[config.mk]
export PLATFORM = sky130hd
export DESIGN_NAME = xfer_watchdog
export DESIGN_NICKNAME = d
export VERILOG_FILES = /design/src/rtl/xwd_pkg.sv /design/src/rtl/xwd_tick_div.sv /design/src/rtl/xwd_down_cnt.sv /design/src/rtl/xwd_ctrl.sv /design/src/rtl/xfer_watchdog.sv
export SDC_FILE = /design/constraint.sdc
export NUM_CORES = 1
export LEC_CHECK = 0
export BUFFER_PORTS_ARGS = -buffer_cell sky130_fd_sc_hd__buf_2
export CAP_MARGIN = 20
export CORE_ASPECT_RATIO = 0.9
export CORE_MARGIN = 2
export CORE_UTILIZATION = 45
export DETAILED_ROUTE_END_ITERATION = 8
export HOLD_SLACK_MARGIN = 0.06
export SLEW_MARGIN = 10
export SYNTH_ARGS = -nofsm -noshare
export SYNTH_HDL_FRONTEND = slang
export SYNTH_SLANG_ARGS = --single-unit
[constraint.sdc]
create_clock -name clk -period 4.7 [get_ports clk]
set_clock_uncertainty 0.2 [all_clocks]
set_input_delay 0.705 -clock clk [delete_from_list [all_inputs] [get_ports clk]]
set_output_delay 0.705 -clock clk [all_outputs]
set_load 0.03 [all_outputs]
[src/rtl/xwd_pkg.sv]
package xwd_pkg;

  // Reload word: upper field shifted above a low field of all ones.
  function automatic logic [31:0] compose_reload(input logic [31:0] upper,
                                                 input int          low_bits);
    return (upper << low_bits) | ((32'd1 << low_bits) - 32'd1);
  endfunction

  // Width of a counter that covers 0 .. div-1, never below one bit.
  function automatic int div_width(input int div);
    return (div <= 2) ? 1 : $clog2(div);
  endfunction

endpackage

[src/rtl/xwd_tick_div.sv]
module xwd_tick_div #(
  parameter int TICK_DIV = 128
) (
  input  logic clk,
  input  logic rst_n,
  input  logic clear,
  input  logic run,
  output logic tick
);
  localparam int DW = xwd_pkg::div_width(TICK_DIV);
  localparam logic [DW-1:0] LAST = DW'(TICK_DIV - 1);

  logic [DW-1:0] phase_q;

  assign tick = run && (phase_q == LAST);

  always_ff @(posedge clk or negedge rst_n) begin
    if (!rst_n)      phase_q <= '0;
    else if (clear)  phase_q <= '0;
    else if (tick)   phase_q <= '0;
    else if (run)    phase_q <= phase_q + 1'b1;
  end
endmodule

[src/rtl/xwd_down_cnt.sv]
module xwd_down_cnt #(
  parameter int CNT_W = 16
) (
  input  logic             clk,
  input  logic             rst_n,
  input  logic             load,
  input  logic [CNT_W-1:0] load_val,
  input  logic             dec,
  output logic [CNT_W-1:0] value,
  output logic             is_zero
);
  logic [CNT_W-1:0] cnt_q;

  assign value   = cnt_q;
  assign is_zero = (cnt_q == '0);

  always_ff @(posedge clk or negedge rst_n) begin
    if (!rst_n)     cnt_q <= '0;
    else if (load)  cnt_q <= load_val;
    else if (dec)   cnt_q <= cnt_q - 1'b1;
  end
endmodule

[src/rtl/xwd_ctrl.sv]
module xwd_ctrl (
  input  logic clk,
  input  logic rst_n,
  input  logic start,
  input  logic done,
  input  logic tick,
  input  logic is_zero,
  output logic active,
  output logic load,
  output logic dec,
  output logic expire
);
  logic active_q;

  assign active = active_q;
  assign load   = start;
  // start and done both take precedence over an expiring tick
  assign expire = active_q && tick && is_zero && !start && !done;
  assign dec    = tick && !is_zero && !start;

  always_ff @(posedge clk or negedge rst_n) begin
    if (!rst_n)       active_q <= 1'b0;
    else if (start)   active_q <= 1'b1;
    else if (done)    active_q <= 1'b0;
    else if (expire)  active_q <= 1'b0;
  end
endmodule

[src/rtl/xfer_watchdog.sv]
module xfer_watchdog #(
  parameter  int CNT_W    = 16,
  parameter  int LOW_BITS = 9,
  parameter  int TICK_DIV = 128,
  localparam int UP_W     = CNT_W - LOW_BITS,
  localparam int REG_W    = UP_W + 1
) (
  input  logic             clk,
  input  logic             rst_n,
  input  logic [REG_W-1:0] cfg_byte,
  input  logic             xfer_start,
  input  logic             xfer_done,
  output logic             timeout_pulse
);
  logic             enable_w;
  logic [UP_W-1:0]  upper_w;
  logic [CNT_W-1:0] reload_w;
  logic [CNT_W-1:0] count_w;
  logic             zero_w;
  logic             tick_w;
  logic             active_w;
  logic             load_w;
  logic             dec_w;
  logic             expire_w;
  logic             pulse_q;

  assign enable_w = cfg_byte[0];
  assign upper_w  = cfg_byte[REG_W-1:1];
  assign reload_w = CNT_W'(xwd_pkg::compose_reload(32'(upper_w), LOW_BITS));

  xwd_tick_div #(.TICK_DIV(TICK_DIV)) u_div (
    .clk   (clk),
    .rst_n (rst_n),
    .clear (xfer_start),
    .run   (active_w && enable_w),
    .tick  (tick_w)
  );

  xwd_down_cnt #(.CNT_W(CNT_W)) u_cnt (
    .clk      (clk),
    .rst_n    (rst_n),
    .load     (load_w),
    .load_val (reload_w),
    .dec      (dec_w),
    .value    (count_w),
    .is_zero  (zero_w)
  );

  xwd_ctrl u_ctrl (
    .clk     (clk),
    .rst_n   (rst_n),
    .start   (xfer_start),
    .done    (xfer_done),
    .tick    (tick_w),
    .is_zero (zero_w),
    .active  (active_w),
    .load    (load_w),
    .dec     (dec_w),
    .expire  (expire_w)
  );

  always_ff @(posedge clk or negedge rst_n) begin
    if (!rst_n) pulse_q <= 1'b0;
    else        pulse_q <= expire_w;
  end

  assign timeout_pulse = pulse_q;
endmodule

* Word level (Yosys, flattened, before mapping)
Cells that the tools add are included.
W data, S select, Z words.
** Storage, ports and cells
- Logic and storage cells :: 30
- Output and inout bits :: 1
- Bits in registers :: 25
- Input bits :: 12
** Operators by class
- Muxes and demuxes :: 8
- Reductions and logical operators :: 15
- Eq/ne operators :: 1
- Add/sub/neg operators :: 2
** Operator list (number)
- $mux W16 :: 2
- $mux W7 :: 3
- $logic_not A16 Y1 :: 1
- $sub A16 B1 Y16 const B :: 1
- $logic_and A1 B1 Y1 :: 8
- $add A7 B1 Y7 const B :: 1
- $eq A7 B7 Y1 const B :: 1
- $reduce_bool A3 Y1 :: 2
- $logic_not A1 Y1 :: 3
- $mux W1 :: 3
- $reduce_bool A2 Y1 :: 1

* Logic depth before layout (Yosys ltp)
- Depth after elaboration :: 9
- Gate-level depth with buffers :: 6
- Gate-level depth less buffers :: 6

* Hierarchy
A second synthesis with hierarchy kept.
** Second synthesis, totals
- Cells, all modules :: 155
- Area, all modules :: 1490.2 um^2
** By module, submodules not included
- xwd_down_cnt :: cells each 111, times used 1, seq. area each 400.4 um^2, area an instance 1028.5 um^2
- xwd_tick_div :: cells each 34, times used 1, seq. area each 175.2 um^2, area an instance 350.3 um^2
- xwd_ctrl :: cells each 7, times used 1, seq. area each 25.0 um^2, area an instance 76.3 um^2
- xfer_watchdog :: cells each 3, times used 1, seq. area each 25.0 um^2, area an instance 35.0 um^2

* Worst setup path before layout
No wires, ideal clock.
- Path type :: register to register
- From :: register u_cnt.cnt_q[0] (netlist: u_cnt.value[0])
- To :: register u_cnt.cnt_q[12] (netlist: u_cnt.value[12])
- Arrival time :: 1.909 ns
- Clock period less this slack :: 2.190 ns
- Setup time :: 0.082 ns
- Data required time :: 4.418 ns
- Slack :: 2.510 ns
- Cell stages (with the launch flop) :: 7
- Buffers on the path :: 0
- Path through :: dfrtp_1 -> inv_1 -> ha_1 -> or3b_1 -> a211oi_2 -> or4b_1 -> a31oi_1
** Between the ends
- Cells in the longest elaborated chain, start to end :: 5
- Elaborated cells between the ends (all ways) :: 8
- Those cells by class :: 1 x add/sub; 2 x mux; 5 x reduce/logical
** Ends and longest elaborated chain
- start, declared :: line xwd_down_cnt.sv:12 : logic [CNT_W-1:0] cnt_q;
- start signal, assigned :: line xwd_down_cnt.sv:19 : else if (load) cnt_q <= load_val;
- start signal, assigned :: line xwd_down_cnt.sv:20 : else if (dec) cnt_q <= cnt_q - 1'b1;
- parallel branches: the longest is 5 deep, another holds $sub A16 B1 Y16
Parallel ways; which one is timed is not known. The select of a mux whose other input is x is not followed.
A chain may end at the register's enable or synchronous reset.

* Final worst setup path
Same ends and word-level chain as after synthesis.

==> results by stage <==
Die:
- 13 I/O pins were placed.
- The width of the die is 65.27 µm.
- Row generation in the floorplan step produced 20 rows.
- The area inside the core boundary is between 3000 and 4000 µm².
- The overall die height is 59.14 µm.
- The die covers 3860 µm².
- Once the floorplan was initialized, standard cells occupied between 40% and 50% of the core.

Layout:
- The number of antenna diodes in the final layout is 0.
- The sequential cells in the finished layout cover a total of 625.6 µm².
- Cells with a size suffix above 1 make up 18.29% of the layout.
- The end-of-flow core utilization is 50.19%.
- Fill cells in the final layout number 319.
- The non-filler instance count after layout is 219.
- For this run, the post-layout net count is 190.
- The multi-input logic area is 848.3 µm².
- Relative to the synthesized area, the layout overhead comes to 9.053%.

Power and ir drop:
- The internal portion of the total power is roughly 0.3 mW.
- Summed over all cells, the static leakage comes to 0.5928 nW.
- The switching fraction of total power is between 20 and 30%.
- The switching power of the nets is about 0.10 mW.
- In this run, flip-flops and latches consume between 50% and 60% of the power.
- Power comes to 0.3951 mW.
- The power density over cell area is 238.3 nW/µm².
- Across the VDD grid, the largest voltage drop is 0.1578 mV.
- The clock network burns around a third of the power.
- Combinational cells account for 8.9% of the total power.

Clock network:
- The deepest clock path buffer count is 2.
- The clock net in this run drives a total of 25 sinks.
- The clock network latency to the later pin of the worst-skew pair is 0.27 ns.
- The TritonCTS buffer count is 3.
- The number of buffers added to fix hold violations after cts is 0.
- The buffer type at the clock tree root is sky130_fd_sc_hd__clkbuf_8.
- In this run the number of H-tree levels came out at 1.
- Clock-pin slew was measured on the worst setup and hold paths at 0.09 ns.
- Gates resized during post-CTS repair numbered 0.
- TritonCTS built the clock tree.
- The count of buffers added by post-CTS timing repair for setup is 0.

Drt:
- Using the TritonRoute via totals, the vias-per-cell ratio works out to 6.210.
- The post-route DRC violation count is 0.
- Detailed routing inserted a total of 1360 vias.
- After detailed routing, the average wire length per cell comes to 15.93 µm.
- The number of design-rule violations left by the first detailed-router iteration is 69.
- In this run the remaining antenna-violating nets after routing total 0.
- The aggregate routed wire length is 3.488 mm.
- The first detailed-routing pass ran for 4 iterations.

Timing:
- Timing would allow up to about 0.42 GHz.
- Setup violations remaining at the end of the flow were counted as 0.
- The headroom to the max-slew limit is 56.65%.
- The tightest hold path in the finished design has a slack of 0.2181 ns.
- The total count of max-transition violations in the final report is 0.
- The minimum clock period after layout is 2.390 ns.
- At the pin with the least slew margin, the transition time is around 0.64 ns.
- Setup repair after global routing left no endpoint under its margin.
- The final count of hold timing violations is 0.
- The final critical-path share of the clock period is 50.85%.
- The sum of negative setup slack is 0 ns.

Critical path:
- Counting cells, the worst reg-to-reg path comes to 6.
- The worst register-to-register path begins at u_cnt.value[0].
- Data on the critical path arrives at its endpoint at 2.38 ns.
- The endpoint type of the worst setup path is a flip-flop.
- The kind of launch point of the worst setup path is a flip-flop.
- Setup slack on the worst reg-to-reg path comes out at 2.31 ns.
- The worst setup path startpoint is u_cnt.value[0].
- STA puts the critical path data required time at approximately 4.7 ns.
- The worst register-to-register path ends at u_cnt.value[12].
- The largest fanout on the critical path is 5.
- The worst setup path is of the flip-flop to flip-flop kind.

Synth:
- The most frequent cell after synthesis is sky130_fd_sc_hd__dfrtp_1.
- Summing every instance area after synthesis gives approximately 1500 µm².
- Counting instances in the post-synthesis netlist gives the leading cell types as sky130_fd_sc_hd__dfrtp_1 (25), sky130_fd_sc_hd__nor2_1 (17), sky130_fd_sc_hd__nand2_1 (10).
- Synthesis produced a netlist with a net count of 179.
- After synthesis, the largest area contributor takes up 41.15% of total cell area.
- The fraction of the yosys area taken by sequential cells is 41.15%.
- The share of async-settable or async-resettable flops after synthesis is 100.0%.
- For this run, the number of Yosys warnings is 0.
- The most used flip-flop cell after synthesis is sky130_fd_sc_hd__dfrtp_1.
- The synthesized area per cell is ~9 µm².
- Counting flops with a built-in enable in the synthesized netlist gives 0.
- Sorting the synthesized cells by area gives the leading types as sky130_fd_sc_hd__dfrtp_1 (41%), sky130_fd_sc_hd__nor2_1 (4.2%), sky130_fd_sc_hd__o31ai_1 (3.5%).
- sky130_fd_sc_hd__dfrtp_1 takes more of the synthesized area than any other cell.
- The register bit count reported by yosys is 25.
- The number of distinct library cell variants in the gate-level netlist after synthesis is 44.
- The cell count after synthesis is about 170.

Global routing:
- The initial antenna violation count is 0.
- The combined global-route utilization of all metal layers is 20.33%.
- The via count of the first global-routing pass was 1287.
- The sum of overflow across all layers after global routing is 0.
- The maximum number of pins on one net before global-route repair is 30.
- The first global-routing pass estimated 6.078 mm of wire.

Outcome:
- The flow ran to the end, and the final reports show no timing, DRC or antenna violations.

Placement:
- The port buffer count is 12.
- The instance count after placement with tap cells included is 215.
- Detailed placement ended at an HPWL of 2.545 mm.
- The routability congestion estimate is about 0.9.

Run:
- The tool flagged a number of max-cap violations equal to 0.

Hold path:
- The classification of the worst-slack hold path is input pin to asynchronous set/reset pin.
-- worst max-delay path by stage --
stage,slack (ns),end
finish,2.31,u_cnt.value[12]
global route,2.11,u_cnt.value[12]
CTS,2.32,u_cnt.value[12]
detailed placement,2.28,u_cnt.value[9]
global placement,2.28,u_cnt.value[9]
floorplan,2.51,u_cnt.value[12]
-- layout by cell type (no fill, tap or decap), types with 5 or more instances in the layout --
| cell | count |
|---|---|
| sky130_fd_sc_hd__buf_2 | 12 |
| sky130_fd_sc_hd__a21oi_1 | 8 |
| sky130_fd_sc_hd__nand3_1 | 7 |
| sky130_fd_sc_hd__nand4_1 | 8 |
| sky130_fd_sc_hd__nor2_1 | 17 |
| sky130_fd_sc_hd__a31oi_1 | 5 |
| sky130_fd_sc_hd__dfrtp_1 | 25 |
| sky130_fd_sc_hd__inv_1 | 6 |
| sky130_fd_sc_hd__or2_2 | 5 |
| sky130_fd_sc_hd__nor3_1 | 8 |
| sky130_fd_sc_hd__nand2_1 | 10 |
| sky130_fd_sc_hd__o31ai_1 | 7 |
-- layer usage --
metal,track usage [%],vias to the layer above,routed length (µm)
li1,-,654,-
met4,2.679,0,0
met3,4.183,0,126
met2,35.86,31,1759
met5,0,-,0
met1,26.66,675,1601
-- critical path, cell delays in order (launching register included) --
cell	delay [ns]
sky130_fd_sc_hd__dfrtp_1	0.41
sky130_fd_sc_hd__inv_1	0.08
sky130_fd_sc_hd__ha_1	0.21
sky130_fd_sc_hd__or3b_1	0.49
sky130_fd_sc_hd__a211oi_2	0.30
sky130_fd_sc_hd__or4b_1	0.46
sky130_fd_sc_hd__a31oi_1	0.17
-- power by group through the flow --
stage	clock network (mW)	logic (mW)	registers (mW)
finish	0.130	0.0353	0.230
global placement	0	0.0350	0.234
floorplan	0	0.0230	0.232
CTS	0.135	0.0361	0.230
global route	0.145	0.0405	0.231
detailed placement	0	0.0359	0.234
-- state kept, by name (all words and copies together) (netlist names) --
| register | flops |
|---|---|
| u_ctrl.active | 1 |
| u_div.phase_q | 7 |
| timeout_pulse | 1 |
| u_cnt.value | 16 |
-- kinds of logic after synthesis --
group	after synthesis	share of synthesized area, %
AOI/OAI and AO/OA	39	18.44
xor gates and xnor gates	2	1.152
adders and majority gates	2	1.646
and+or+nand+nor	83	33.25
DFF	25	41.15
muxes	2	1.317
buffers and inverters	12	3.045
-- metrics by stage --
stage	cell area [µm²]	worst slack [ns]
after floorplan	1520	2.510
after global placement	1612	2.280
after detailed placement	1612	2.285
after CTS	1658	2.316
after global routing	1658	2.106
final	1658	2.310
-- final cells by class --
cell class | instances | share of cell area (%)
Clock inverter | 1 | 0.3019
Inverter | 6 | 1.358
Clock buffer | 3 | 2.491
Timing Repair Buffer | 12 | 3.623
Sequential cell | 25 | 37.74
Multi-Input combinational cell | 128 | 51.17
Tap cell | 44 | 3.321
No activity file was read; power rests on OpenSTA's default activity.
